<file path="src/rtl/irq_router_pkg.sv">
package irq_router_pkg;
  function automatic int dev_base(input int ncpu);
    return ncpu;
  endfunction
  function automatic int raw_addr(input int ncpu);
    return 2 * ncpu;
  endfunction
  function automatic int ipi_addr(input int ncpu);
    return 2 * ncpu + 1;
  endfunction
  function automatic int tmr_addr(input int ncpu);
    return 2 * ncpu + 2;
  endfunction
  function automatic int addr_width(input int ncpu);
    return $clog2(2 * ncpu + 3);
  endfunction
endpackage

</file>
<file path="src/rtl/irq_raw_reg.sv">
module irq_raw_reg #(
  parameter int NSRC = 64,
  parameter int IW   = $clog2(NSRC)
) (
  input  logic            clk,
  input  logic            rst,
  input  logic            post,
  input  logic [IW-1:0]   post_num,
  input  logic            clr,
  input  logic [IW-1:0]   clr_num,
  output logic [NSRC-1:0] raw_q
);
  logic [NSRC-1:0] set_v, clr_v;

  always_comb begin
    set_v = '0;
    clr_v = '0;
    if (post) set_v[post_num] = 1'b1;
    if (clr)  clr_v[clr_num]  = 1'b1;
  end

  always_ff @(posedge clk) begin
    if (rst) raw_q <= '0;
    else     raw_q <= (raw_q | set_v) & ~clr_v;
  end
endmodule

</file>
<file path="src/rtl/irq_vec_reg.sv">
module irq_vec_reg #(
  parameter int N = 4
) (
  input  logic         clk,
  input  logic         rst,
  input  logic [N-1:0] set_vec,
  input  logic [N-1:0] clr_vec,
  output logic [N-1:0] q
);
  always_ff @(posedge clk) begin
    if (rst) q <= '0;
    else     q <= (q | set_vec) & ~clr_vec;
  end
endmodule

</file>
<file path="src/rtl/irq_mask_bank.sv">
module irq_mask_bank #(
  parameter int NCPU = 4,
  parameter int NSRC = 64,
  parameter int AW   = 4
) (
  input  logic                      clk,
  input  logic                      rst,
  input  logic                      wr_en,
  input  logic [AW-1:0]             wr_addr,
  input  logic [NSRC-1:0]           wr_data,
  input  logic [NSRC-1:0]           raw_in,
  output logic [NCPU-1:0][NSRC-1:0] mask_q,
  output logic [NCPU-1:0][NSRC-1:0] dev_vec,
  output logic [NCPU-1:0]           dev_any
);
  for (genvar i = 0; i < NCPU; i++) begin : g_cpu
    logic [NSRC-1:0] m_r;
    always_ff @(posedge clk) begin
      if (rst) m_r <= '0;
      else if (wr_en && wr_addr == AW'(i)) m_r <= wr_data;
    end
    assign mask_q[i]  = m_r;
    assign dev_vec[i] = raw_in & m_r;
    assign dev_any[i] = |(raw_in & m_r);
  end
endmodule

</file>
<file path="src/rtl/irq_router.sv">
module irq_router #(
  parameter int NCPU = 4,
  parameter int NSRC = 64,
  localparam int IW  = $clog2(NSRC),
  localparam int AW  = irq_router_pkg::addr_width(NCPU)
) (
  input  logic            clk,
  input  logic            rst,
  input  logic            reg_we,
  input  logic [AW-1:0]   reg_addr,
  input  logic [NSRC-1:0] reg_wdata,
  output logic [NSRC-1:0] reg_rdata,
  input  logic            dev_post,
  input  logic [IW-1:0]   dev_post_num,
  input  logic            dev_clr,
  input  logic [IW-1:0]   dev_clr_num,
  input  logic [NCPU-1:0] ipi_req,
  input  logic [NCPU-1:0] ipi_clr,
  input  logic            tmr_post,
  input  logic [NCPU-1:0] tmr_clr,
  output logic [NCPU-1:0] cpu_irq
);
  import irq_router_pkg::*;

  localparam int DEV_BASE = dev_base(NCPU);
  localparam int RAW_ADDR = raw_addr(NCPU);
  localparam int IPI_ADDR = ipi_addr(NCPU);
  localparam int TMR_ADDR = tmr_addr(NCPU);

  logic [NSRC-1:0]           raw_q;
  logic [NCPU-1:0][NSRC-1:0] mask_q;
  logic [NCPU-1:0][NSRC-1:0] dev_vec;
  logic [NCPU-1:0]           dev_any;
  logic [NCPU-1:0]           ipi_q, tmr_q;
  logic [NCPU-1:0]           ipi_wclr, tmr_wclr;
  logic [NSRC-1:0]           rd_next;

  irq_raw_reg #(.NSRC(NSRC), .IW(IW)) u_raw (
    .clk(clk), .rst(rst),
    .post(dev_post), .post_num(dev_post_num),
    .clr(dev_clr), .clr_num(dev_clr_num),
    .raw_q(raw_q)
  );

  irq_mask_bank #(.NCPU(NCPU), .NSRC(NSRC), .AW(AW)) u_mask (
    .clk(clk), .rst(rst),
    .wr_en(reg_we), .wr_addr(reg_addr), .wr_data(reg_wdata),
    .raw_in(raw_q), .mask_q(mask_q), .dev_vec(dev_vec), .dev_any(dev_any)
  );

  assign ipi_wclr = (reg_we && reg_addr == AW'(IPI_ADDR)) ? reg_wdata[NCPU-1:0] : '0;
  assign tmr_wclr = (reg_we && reg_addr == AW'(TMR_ADDR)) ? reg_wdata[NCPU-1:0] : '0;

  irq_vec_reg #(.N(NCPU)) u_ipi (
    .clk(clk), .rst(rst),
    .set_vec(ipi_req), .clr_vec(ipi_clr | ipi_wclr), .q(ipi_q)
  );

  irq_vec_reg #(.N(NCPU)) u_tmr (
    .clk(clk), .rst(rst),
    .set_vec({NCPU{tmr_post}}), .clr_vec(tmr_clr | tmr_wclr), .q(tmr_q)
  );

  always_comb begin
    rd_next = '0;
    for (int i = 0; i < NCPU; i++) begin
      if (reg_addr == AW'(i))            rd_next = mask_q[i];
      if (reg_addr == AW'(DEV_BASE + i)) rd_next = dev_vec[i];
    end
    if (reg_addr == AW'(RAW_ADDR)) rd_next = raw_q;
    if (reg_addr == AW'(IPI_ADDR)) rd_next = NSRC'(ipi_q);
    if (reg_addr == AW'(TMR_ADDR)) rd_next = NSRC'(tmr_q);
  end

  always_ff @(posedge clk) begin
    if (rst) begin
      reg_rdata <= '0;
      cpu_irq   <= '0;
    end else begin
      reg_rdata <= rd_next;
      cpu_irq   <= dev_any | ipi_q | tmr_q;
    end
  end
endmodule

</file>
<file path="config.mk">
export PLATFORM = sky130hd
export DESIGN_NAME = irq_router
export DESIGN_NICKNAME = d
export VERILOG_FILES = /design/src/rtl/irq_router_pkg.sv /design/src/rtl/irq_raw_reg.sv /design/src/rtl/irq_vec_reg.sv /design/src/rtl/irq_mask_bank.sv /design/src/rtl/irq_router.sv
export SDC_FILE = /design/constraint.sdc
export NUM_CORES = 1
export LEC_CHECK = 0
export BUFFER_PORTS_ARGS = -buffer_cell sky130_fd_sc_hd__buf_2
export CELL_PAD_IN_SITES_DETAIL_PLACEMENT = 1
export CELL_PAD_IN_SITES_GLOBAL_PLACEMENT = 2
export CORE_UTILIZATION = 35
export CTS_CLUSTER_SIZE = 24
export DETAILED_ROUTE_END_ITERATION = 8
export HOLD_SLACK_MARGIN = 0.03
export PLACE_DENSITY_LB_ADDON = 0.1
export SKIP_LAST_GASP = 1
export SLEW_MARGIN = 0
export SYNTH_ARGS = -nofsm -noshare
export SYNTH_HDL_FRONTEND = slang
export SYNTH_SLANG_ARGS = --single-unit
</file>
<file path="constraint.sdc">
create_clock -name clk -period 2.5 [get_ports clk]
set_clock_uncertainty 0.15 [all_clocks]
set_input_delay 0.375 -clock clk [delete_from_list [all_inputs] [get_ports clk]]
set_output_delay 0.375 -clock clk [all_outputs]
set_load 0.005 [all_outputs]
</file>
==> reports/metrics.csv, run 1 <==
stage,metric,value,unit
floorplan,initial_utilization,35.37,%
pwr,leakage,0.008977,uW
setup_path,cp-start-kind,flip-flop,
cells_and_area,area_growth,25.00,%
route,wl,121200,um
floorplan,row_count,86,
grt,grt_antenna_before_repair,7,
grt,grtUsageTotal,42.01,%
cells_and_area,final_cell_mix,"nand2_1 (635), a21oi_1 (492), dfxtp_1 (396)",
clocking,clock-sinks,396,
logic_synthesis,synth_ff_type,dfxtp_1,
placement,hpwl,87920,um
cells_and_area,final_common_cell,nand2_1,
timing,fmax,0.4094,GHz
timing,rsz0062_at_grt,no,
grt,busiest_layer,met2,
logic_synthesis,syn_inst,2610,
setup_path,path_buf_inv,0,
setup_path,cp.arrival,2.69,ns
timing,hold_violations,0,
route,drc,0,
timing,relSlewSlack,35.22,%
logic_synthesis,synth_area,19490,um^2
logic_synthesis,synth_compound_area_share,34.45,%
clocking,clockBufferDepth,3,
route,drtPass1Iterations,6,
grt,grt_pass1_wl,169600,um
logic_synthesis,synth-xor-area-share,0,%
cells_and_area,finalNetCount,2898,
logic_synthesis,yosysWarnings,0,
clocking,cts_tree,yes,
clocking,clk_pin_slew,0.06,ns
clocking,h-tree-depth,2,
placement,io_buffers,165,
logic_synthesis,muxShareOfSynthArea,0.5137,%
timing,setup_viol_count_final,0,
grt,grtUsageMet3,8.283,%
pwr,ir_drop,0.6153,mV
floorplan,die_x,238.0,um
logic_synthesis,synthArstFlopShare,0,%
timing,tightest_slew,0.9703,ns
clocking,ctsRootBufferMaster,clkbuf_16,
logic_synthesis,syn_nets,2708,
route,vias,22878,
setup_path,critPathMaxStageDelay,0.55,ns
setup_path,crit_family,compound AO/OA/AOI/OAI gates,
floorplan,core,55090,um^2
route,viasPerCell,6.382,
floorplan,die_y,238.0,um
clocking,cts_made_buffers,47,
logic_synthesis,synth_edf_count,0,
route,drt.antenna.violating_nets,0,
flow_run,drv_cap,0,
logic_synthesis,ys_types,53,
timing,min_period,2.443,ns
grt,grt_max_degree,88,
placement,gp_congestion,1.007,
timing,final_max_slew_viol_count,0,
floorplan,die-area,56620,um^2
setup_path,cp-startpoint,u_raw.raw_q[51],
logic_synthesis,synth-simple-area-share,17.55,%
timing,fin_ws,0.05731,ns
clocking,clock_latency,0.61,ns
setup_path,crit_slowest_cell,a221oi_1,
pwr,p_per_area,630.3,nW/um^2
timing,tns,0,ns
logic_synthesis,yosys_register_bits,396,
floorplan,io_pins,166,
hold_path,min_from,rst,
logic_synthesis,syn_avg_cell_area,7.466,um^2
grt,use_met2,64.32,%
run_status,status,"complete, no violations",
setup_path,crit_path_max_fanout,4,
grt,overflow,0,
placement,dpl_worst_slack,-0.3616,ns
setup_path,r2r_start,u_raw.raw_q[51],
route,detail_route.wl_per_cell,33.81,um
cells_and_area,drive_above_1_share,15.59,%
logic_synthesis,synth_top_family_by_area,compound AO/OA/AOI/OAI gates,
setup_path,cp-end-kind,flip-flop,
grt,grt_use_met1,55.74,%
hold_path,hp-class,input port to flip-flop,
route,drtIter0Drc,2569,
logic_synthesis,ys_seq_area_share,40.68,%
setup_path,critical_path_required,2.75,ns
grt,grt_pass1_vias,22005,
setup_path,crit_chain,"a22o_1, a221oi_1, nand4_1, nor4_1, a21oi_1",
logic_synthesis,yosys.area_share.adder,0,%
timing,finalCritPeriodShare,97.71,%
setup_path,crit_type,flip-flop to flip-flop,
## routing by layer
layer / wire [um] / share of wire (%)
met5: 50 / 0.041
met2: 52800 / 44
met4: 7187 / 5.9
met1: 50690 / 42
met3: 10500 / 8.7
## worst paths after layout
check	depth (start not counted)	slack [ns]	end
worst max-delay path	5	0.06	cpu_irq[1]
worst min-delay path	2	0.08	u_mask.g_cpu[3].m_r[11]
worst max register to register	5	0.06	cpu_irq[1]
worst min register to register	2	0.32	u_mask.g_cpu[0].m_r[33]
## metrics by stage
| stage | hold WS (ns) | util, % | total power (uW) | cell area, um^2 | std cells |
|---|---|---|---|---|---|
| floorplan | 0.2955 | - | 7243 | 19490 | 2610 |
| global placement | 0.3070 | 39.77 | 7949 | 21910 | 3419 |
| detailed placement | 0.3171 | 39.77 | 7973 | 21910 | 3419 |
| CTS | 0.05546 | 44.19 | 15360 | 24350 | 3583 |
| global route | 0.07723 | 44.20 | 15700 | 24350 | 3583 |
| finish | 0.07949 | 44.21 | 15350 | 24360 | 3585 |
## cell usage after synthesis, types with 18 or more instances
cell type  count  area share [%]
nor2_1        60             1.2
a221oi_1      22            0.99
a21o_1        65             2.5
o21ai_0       59             1.5
a222oi_1      18            0.92
buf_2         59             1.5
clkbuf_1     198             3.8
o221ai_1      29             1.3
a21oi_1      492              13
dfxtp_1      396              41
o211ai_1      19            0.73
inv_1         47            0.91
a211oi_1      70             2.7
nand4_1       23            0.74
and2_1        19            0.61
a22o_1        19            0.85
nand2_1      639              12
o21a_1        56             2.2
a22oi_1      129             5.0
o22ai_1       45             1.4
## logic make-up after synthesis
kind of cell	Yosys count
AOI/OAI and AO/OA	1065
buffers and inverters	324
DFF	396
muxes	10
and+or+nand+nor	815
## registers in the layout (all words and copies together) (netlist names)
register,count
u_raw.raw_q,64
u_tmr.q,4
reg_rdata,64
cpu_irq,4
u_mask.g_cpu.m_r,256
u_ipi.q,4
## layout make-up
cell class	instances	area (um^2)
timing repair buffer	415	3366
antenna	2	5.005
tap	748	935.9
clock buffer	69	1441
fill	6641	30740
clock inverter	15	191.4
sequential	396	7928
multi-input combinational	1890	10300
inverter	50	188.9
## power by group
group          internal [uW]  switching (uW)  leakage, uW
Combinational            503             939      0.00497
Sequential              6400             142      0.00320
Clock                   4400            2970     0.000810
## what timing repair did
| item | 4_1_cts | 5_1_grt |
|---|---|---|
| setup endpoints to repair | 0 | 1 |
| gates resized for setup | 0 | 1 |
| hold buffers | 80 | 0 |
| endpoints found under the hold margin | 264 | 0 |
| buffers inserted | 0 | 0 |
(Power assumes the default switching activity.)
==> inputs of run 2 (changes only) <==
--- a/config.mk
+++ b/config.mk
@@ -13,6 +13,7 @@
 export DETAILED_ROUTE_END_ITERATION = 8
 export HOLD_SLACK_MARGIN = 0.03
 export PLACE_DENSITY_LB_ADDON = 0.1
+export REMOVE_ABC_BUFFERS = 1
 export SKIP_LAST_GASP = 1
 export SLEW_MARGIN = 0
 export SYNTH_ARGS = -nofsm -noshare
==> run 2 against run 1 <==
Net effect: total power decreased by 1.4%; wire length down 10%; first-iteration DRC count shrank 13%; flip-flop and latch count unchanged; critical path type is now input port to flip-flop.
==> reports/metrics.csv, run 2 (synthesis results as in run 1) <==
stage,metric,value,unit,change
run_status,status,"complete, no violations",,unchanged
clocking,h-tree-depth,2,,unchanged
grt,grt_pass1_wl,156300,um,was 169600 um
route,drt.antenna.violating_nets,0,,unchanged
timing,relSlewSlack,40.84,%,was 35.22%
clocking,cts_resized,0,,unchanged
pwr,p_per_area,624.1,nW/um^2,was 630.3 nW/um^2
setup_path,path_buf_inv,4,,was 0
setup_path,critPathMaxStageDelay,0.59,ns,was 0.55 ns
setup_path,crit_type,input port to flip-flop,,was flip-flop to flip-flop
hold_path,hold_depth,5,,was 2
grt,grt_pass1_vias,21851,,was 22005
setup_path,crit_slowest_cell,dlygate4sd3_1,,was a221oi_1
route,drtIter0Drc,2244,,was 2569
cells_and_area,drive_above_1_share,14.75,%,was 15.59%
route,viasPerCell,6.207,,was 6.382
grt,grt_max_degree,113,,was 88
route,drc,0,,unchanged
grt,grtUsageTotal,37.95,%,was 42.01%
timing,finalCritPeriodShare,93.39,%,was 97.71%
clocking,cts_made_buffers,47,,unchanged
cells_and_area,finalNetCount,2877,,was 2898
route,wl,109100,um,was 121200 um
timing,hold_violations,0,,unchanged
setup_path,cp-start-kind,input port,,was flip-flop
setup_path,rr_worst_depth,7,,was 5
route,drtPass1Iterations,6,,unchanged
grt,grt_antenna_before_repair,2,,was 7
clocking,clock_latency,0.60,ns,was 0.61 ns
clocking,cts_tree,yes,,unchanged
flow_run,drv_cap,0,,unchanged
placement,dp_cells,3397,,was 3419
floorplan,die_x,238.0,um,unchanged
cells_and_area,final_cell_mix,"nand2_1 (635), a21oi_1 (492), dfxtp_1 (396)",,unchanged
cells_and_area,largest_reg_flops,256,,unchanged
cells_and_area,largestRegisters,"u_mask.g_cpu.m_r x256, reg_rdata x64, u_raw.raw_q x64",,unchanged
floorplan,row_count,86,,unchanged
timing,final_max_slew_viol_count,0,,unchanged
grt,overflow,0,,unchanged
setup_path,cp.arrival,2.66,ns,was 2.69 ns
setup_path,r2r_setup_slack,0.24,ns,was 0.06 ns
setup_path,critical_path_required,2.83,ns,was 2.75 ns
placement,gp_congestion,0.9932,,was 1.007
pwr,leakage,0.008866,uW,was 0.008977 uW
clocking,clock-sinks,396,,unchanged
setup_path,critical_path_depth,8,,was 5
floorplan,die_y,238.0,um,unchanged
timing,tightest_slew,0.8842,ns,was 0.9703 ns
timing,fmax,0.4283,GHz,was 0.4094 GHz
timing,setup_viol_count_final,0,,unchanged
floorplan,core,55090,um^2,unchanged
timing,rsz0062_at_grt,no,,unchanged
setup_path,crit_path_max_fanout,12,,was 4
timing,min_period,2.335,ns,was 2.443 ns
setup_path,crit_family,buffers and inverters,,was compound AO/OA/AOI/OAI gates
cells_and_area,area_growth,24.47,%,was 25.00%
floorplan,initial_utilization,35.37,%,unchanged
route,detail_route.wl_per_cell,30.64,um,was 33.81 um
clocking,clk_pin_slew,0.07,ns,was 0.06 ns
hold_path,hp-class,input port to flip-flop,,unchanged
cells_and_area,top_register,u_mask.g_cpu.m_r,,unchanged
timing,hold_ws,0.1490,ns,was 0.07949 ns
cells_and_area,final_cells,3562,,was 3585
placement,io_buffers,165,,unchanged
placement,hpwl,76440,um,was 87920 um
setup_path,cp-end-kind,flip-flop,,unchanged
pwr,finalPower,15140,uW,was 15350 uW
pwr,ir_drop,0.4336,mV,was 0.6153 mV
route,vias,22109,,was 22878
cells_and_area,final_common_cell,nand2_1,,unchanged
clocking,clockBufferDepth,3,,unchanged
floorplan,io_pins,166,,unchanged
floorplan,die-area,56620,um^2,unchanged
clocking,ctsRootBufferMaster,clkbuf_16,,unchanged
setup_path,crit_top_cell,buf_4,,
setup_path,crit_chain,"buf_2, buf_4, nor2b_1, buf_4, nand2_1, nor2_1, a2111oi_0, dlygate4sd3_1",,"was a22o_1, a221oi_1, nand4_1, nor4_1, a21oi_1"
==> run 2: cell types whose count changed in the layout (fill, tap and decap cells not counted), moves of 2 or more <==
cell / previous run / this run
buf_12: 36 / 47
clkinvlp_4: 1 / 3
clkbuf_16: 49 / 47
buf_4: 135 / 102
clkbuf_1: 6 / 9
clkinv_2: 8 / 6
clkbuf_8: 14 / 12
==> run 2: area by class of cell <==
cell class	instances	area, um^2
Clock inverter	15	190.2
Clock buffer	68	1375
Sequential cell	396	7928
Multi-Input combinational cell	1890	10290
Timing Repair Buffer	394	3348
Antenna cell	1	2.502
Inverter	50	187.7
Fill cell	6680	30840
Tap cell	748	935.9
==> run 2: per-stage QoR <==
step / setup WS (ns) / TNS [ns] / utilization (%) / cell area, um^2
after CTS: 0.2376 / 0 / 44.02 / 24250
final: 0.1653 / 0 / 44.02 / 24250
after global placement: -0.04560 / -0.04560 / 39.71 / 21880
after floorplan: -2.268 / -386.81 / - / 18350
after global routing: 0.07560 / 0 / 44.02 / 24250
after detailed placement: 0.05587 / 0 / 39.71 / 21880
==> run 2: worst register-to-register path: stages, from the launching register on <==
cell,delay [ns]
dfxtp_1,0.37
a22o_1,0.23
a221oi_1,0.49
buf_4,0.22
nand4_1,0.07
nor4_1,0.28
buf_4,0.18
a31oi_1,0.13
==> run 2: final timing paths <==
path | start | to
setup / recovery | reg_addr[2] | u_ipi.q[2]
hold / removal | dev_post_num[1] | u_raw.raw_q[51]
setup reg to reg | u_mask.g_cpu[2].m_r[56] | cpu_irq[2]
hold reg to reg | u_mask.g_cpu[0].m_r[17] | u_mask.g_cpu[0].m_r[17]
==> run 2: per-layer routing <==
metal	wire length [um]	vias to the layer above	global-route usage, %
met5	13	-	0
met4	4503	2	15.86
met3	7773	225	5.969
met2	49910	1008	60.58
met1	46930	11231	50.81
li1	-	9643	-
==> run 2: what timing repair did <==
action                     CTS  global route
setup buffers                0             0
hold buffers                81             0
hold endpoints to repair   264             0
setup endpoints to repair    0             0
==> run 2: where the power goes <==
part | leakage (uW) | switching, uW | internal [uW] | total [uW]
registers | 0.00320 | 115 | 6400 | 6510
clock network | 0.000765 | 2940 | 4210 | 7160
logic | 0.00490 | 948 | 518 | 1470
total | 0.00887 | 4010 | 11100 | 15100
==> inputs of run 3 (changes only) <==
--- a/config.mk
+++ b/config.mk
@@ -5,12 +5,12 @@
 export SDC_FILE = /design/constraint.sdc
 export NUM_CORES = 1
 export LEC_CHECK = 0
-export BUFFER_PORTS_ARGS = -buffer_cell sky130_fd_sc_hd__buf_2
 export CELL_PAD_IN_SITES_DETAIL_PLACEMENT = 1
 export CELL_PAD_IN_SITES_GLOBAL_PLACEMENT = 2
-export CORE_UTILIZATION = 35
+export CORE_UTILIZATION = 37
 export CTS_CLUSTER_SIZE = 24
 export DETAILED_ROUTE_END_ITERATION = 8
+export DONT_BUFFER_PORTS = 1
 export HOLD_SLACK_MARGIN = 0.03
 export PLACE_DENSITY_LB_ADDON = 0.1
 export REMOVE_ABC_BUFFERS = 1
==> run 3 against run 2 <==
Net effect: worst hold slack lost 0.094 ns; global-route usage grew 3.6 points; via count grew 3.2%; clock power grew 2.9%; fmax shrank 4.9%; sequential share of layout area shrank 1.2 points; die area shrank 5.4%; combinational power shrank 17%; critical path type unchanged; critical endpoint is now reg_rdata[0].
==> reports/metrics.csv, run 3 (synthesis results as in run 1) <==
stage,metric,value,unit,change
timing,finalCritPeriodShare,98.25,%,was 93.39%
setup_path,cp-start-kind,input port,,unchanged
setup_path,critical_path_required,2.89,ns,was 2.83 ns
setup_path,r2r_start,u_raw.raw_q[1],,was u_mask.g_cpu[2].m_r[56]
grt,grt_pass1_vias,22978,,was 21851
route,drt.antenna.violating_nets,0,,unchanged
cells_and_area,final_cell_mix,"nand2_1 (635), a21oi_1 (492), dfxtp_1 (395)",,"was nand2_1 (635), a21oi_1 (492), dfxtp_1 (396)"
timing,relSlewSlack,12.67,%,was 40.84%
pwr,p_per_area,600.6,nW/um^2,was 624.1 nW/um^2
run_status,status,"complete, no violations",,unchanged
grt,overflow,0,,unchanged
timing,tightest_slew,1.306,ns,was 0.8842 ns
setup_path,worstReg2RegEnd,reg_rdata[1],,was cpu_irq[2]
setup_path,cp.arrival,2.84,ns,was 2.66 ns
route,viasPerCell,6.460,,was 6.207
grt,grt_antenna_before_repair,3,,was 2
grt,grt_use_met1,52.86,%,was 50.81%
timing,min_period,2.456,ns,was 2.335 ns
placement,io_buffers,0,,was 165
hold_path,hold_depth,3,,was 5
cells_and_area,fillers,6183,,was 6680
floorplan,die_y,231.5,um,was 238.0 um
hold_path,min_from,reg_addr[3],,was dev_post_num[1]
clocking,clock_latency,0.60,ns,about the same
timing,setup_viol_count_final,0,,unchanged
setup_path,crit_path_max_fanout,51,,was 12
setup_path,cp-end-kind,flip-flop,,unchanged
grt,grtUsageMet3,9.240,%,was 5.969%
cells_and_area,drive_above_1_share,7.649,%,was 14.75%
grt,grt_pass1_wl,162100,um,was 156300 um
route,wl,112800,um,was 109100 um
clocking,ctsRootBufferMaster,clkbuf_16,,unchanged
floorplan,die_x,231.5,um,was 238.0 um
pwr,ir_drop,0.4221,mV,was 0.4336 mV
grt,busiest_layer,met2,,unchanged
placement,hpwl,71330,um,was 76440 um
placement,dpl_worst_slack,0.2406,ns,was 0.05587 ns
pwr,leakage,0.009463,uW,was 0.008866 uW
timing,rsz0062_at_grt,yes,,was no
floorplan,die-area,53590,um^2,was 56620 um^2
cells_and_area,final_common_cell,nand2_1,,unchanged
floorplan,initial_utilization,37.68,%,was 35.37%
grt,use_met2,65.08,%,was 60.58%
route,vias,22811,,was 22109
timing,fin_ws,0.04369,ns,was 0.1653 ns
clocking,cts_made_buffers,47,,unchanged
grt,grtUsageTotal,41.54,%,was 37.95%
clocking,cts_tree,yes,,unchanged
setup_path,crit_type,input port to flip-flop,,unchanged
timing,hold_ws,0.05459,ns,was 0.1490 ns
timing,fmax,0.4071,GHz,was 0.4283 GHz
clocking,clockBufferDepth,3,,unchanged
route,drtPass1Iterations,5,,was 6
clocking,clk_pin_slew,0.06,ns,was 0.07 ns
grt,grt_max_degree,231,,was 113
floorplan,core,51720,um^2,was 55090 um^2
cells_and_area,largest_reg_flops,256,,unchanged
setup_path,rr_worst_depth,6,,was 7
timing,final_max_slew_viol_count,0,,unchanged
clocking,post_cts_buffers,0,,unchanged
clocking,clock-sinks,396,,unchanged
floorplan,row_count,83,,was 86
timing,hold_violations,0,,unchanged
cells_and_area,finalNetCount,2916,,was 2877
flow_run,drv_cap,0,,unchanged
cells_and_area,area_growth,29.18,%,was 24.47%
hold_path,hold_end,reg_rdata[3],,was u_raw.raw_q[51]
hold_path,hp-class,input port to flip-flop,,unchanged
cells_and_area,largestRegisters,"u_mask.g_cpu.m_r x256, reg_rdata x64, u_raw.raw_q x64",,unchanged
cells_and_area,top_register,u_mask.g_cpu.m_r,,unchanged
route,drtIter0Drc,2830,,was 2244
timing,tns,0,ns,unchanged
clocking,h-tree-depth,2,,unchanged
route,drc,0,,unchanged
route,detail_route.wl_per_cell,31.95,um,was 30.64 um
floorplan,io_pins,166,,unchanged
placement,gp_congestion,0.9834,,was 0.9932
cells_and_area,fin_util,48.67,%,was 44.02%
setup_path,r2r_setup_slack,0.22,ns,was 0.24 ns
-- run 3: worst max path at each step --
| stage | from | end | cells past startpoint |
|---|---|---|---|
| after floorplan | reg_addr[0] | u_mask.g_cpu[3].m_r[0] | 5 |
| after global placement | reg_addr[1] | reg_rdata[44] | 6 |
| after detailed placement | reg_addr[1] | reg_rdata[58] | 6 |
| after CTS | dev_post_num[0] | u_raw.raw_q[52] | 6 |
| after global routing | dev_post_num[0] | u_raw.raw_q[52] | 6 |
| final | reg_addr[1] | reg_rdata[0] | 4 |
-- run 3: metrics by stage --
| stage | cell area [um^2] | power [uW] | std cells |
|---|---|---|---|
| after global routing | 25170 | 15450 | 3530 |
| final | 25170 | 15120 | 3531 |
| after CTS | 25160 | 15090 | 3530 |
| after global placement | 20310 | 7490 | 3129 |
| after floorplan | 18350 | 7083 | 2336 |
| after detailed placement | 20310 | 7510 | 3129 |
-- run 3: final cells by class --
cell class | instances | area (um^2) | area share (%)
antenna | 1 | 2.502 | 0.009941
tap | 680 | 850.8 | 3.380
multi-input combinational | 1890 | 10290 | 40.89
inverter | 50 | 187.7 | 0.7456
clock buffer | 69 | 1421 | 5.647
clock inverter | 12 | 188.9 | 0.7506
timing repair buffer | 433 | 4299 | 17.08
sequential | 396 | 7929 | 31.50
-- run 3: what timing repair did --
action | CTS | global route
setup endpoints to repair | 0 | 2
resized for setup | 0 | 2
hold buffers | 320 | 0
endpoints found under the hold margin | 380 | 0
-- run 3: per-layer routing --
metal  part of all wire, %  up-vias
met2                    44     1292
met3                   9.9      349
met5                0.0053        -
li1                      -     9726
met1                    40    11442
met4                   5.9        2
-- run 3: power breakdown --
part           switching (uW)  total [uW]  internal [uW]
registers                 123        6520           6400
clock network            2950        7370           4420
logic                     774        1220            451
-- run 3: critical path, stage by stage --
cell and delay [ns]:
dlygate4sd3_1 1.28, o211ai_1 0.21, a221oi_1 0.34, dlygate4sd3_1 0.61
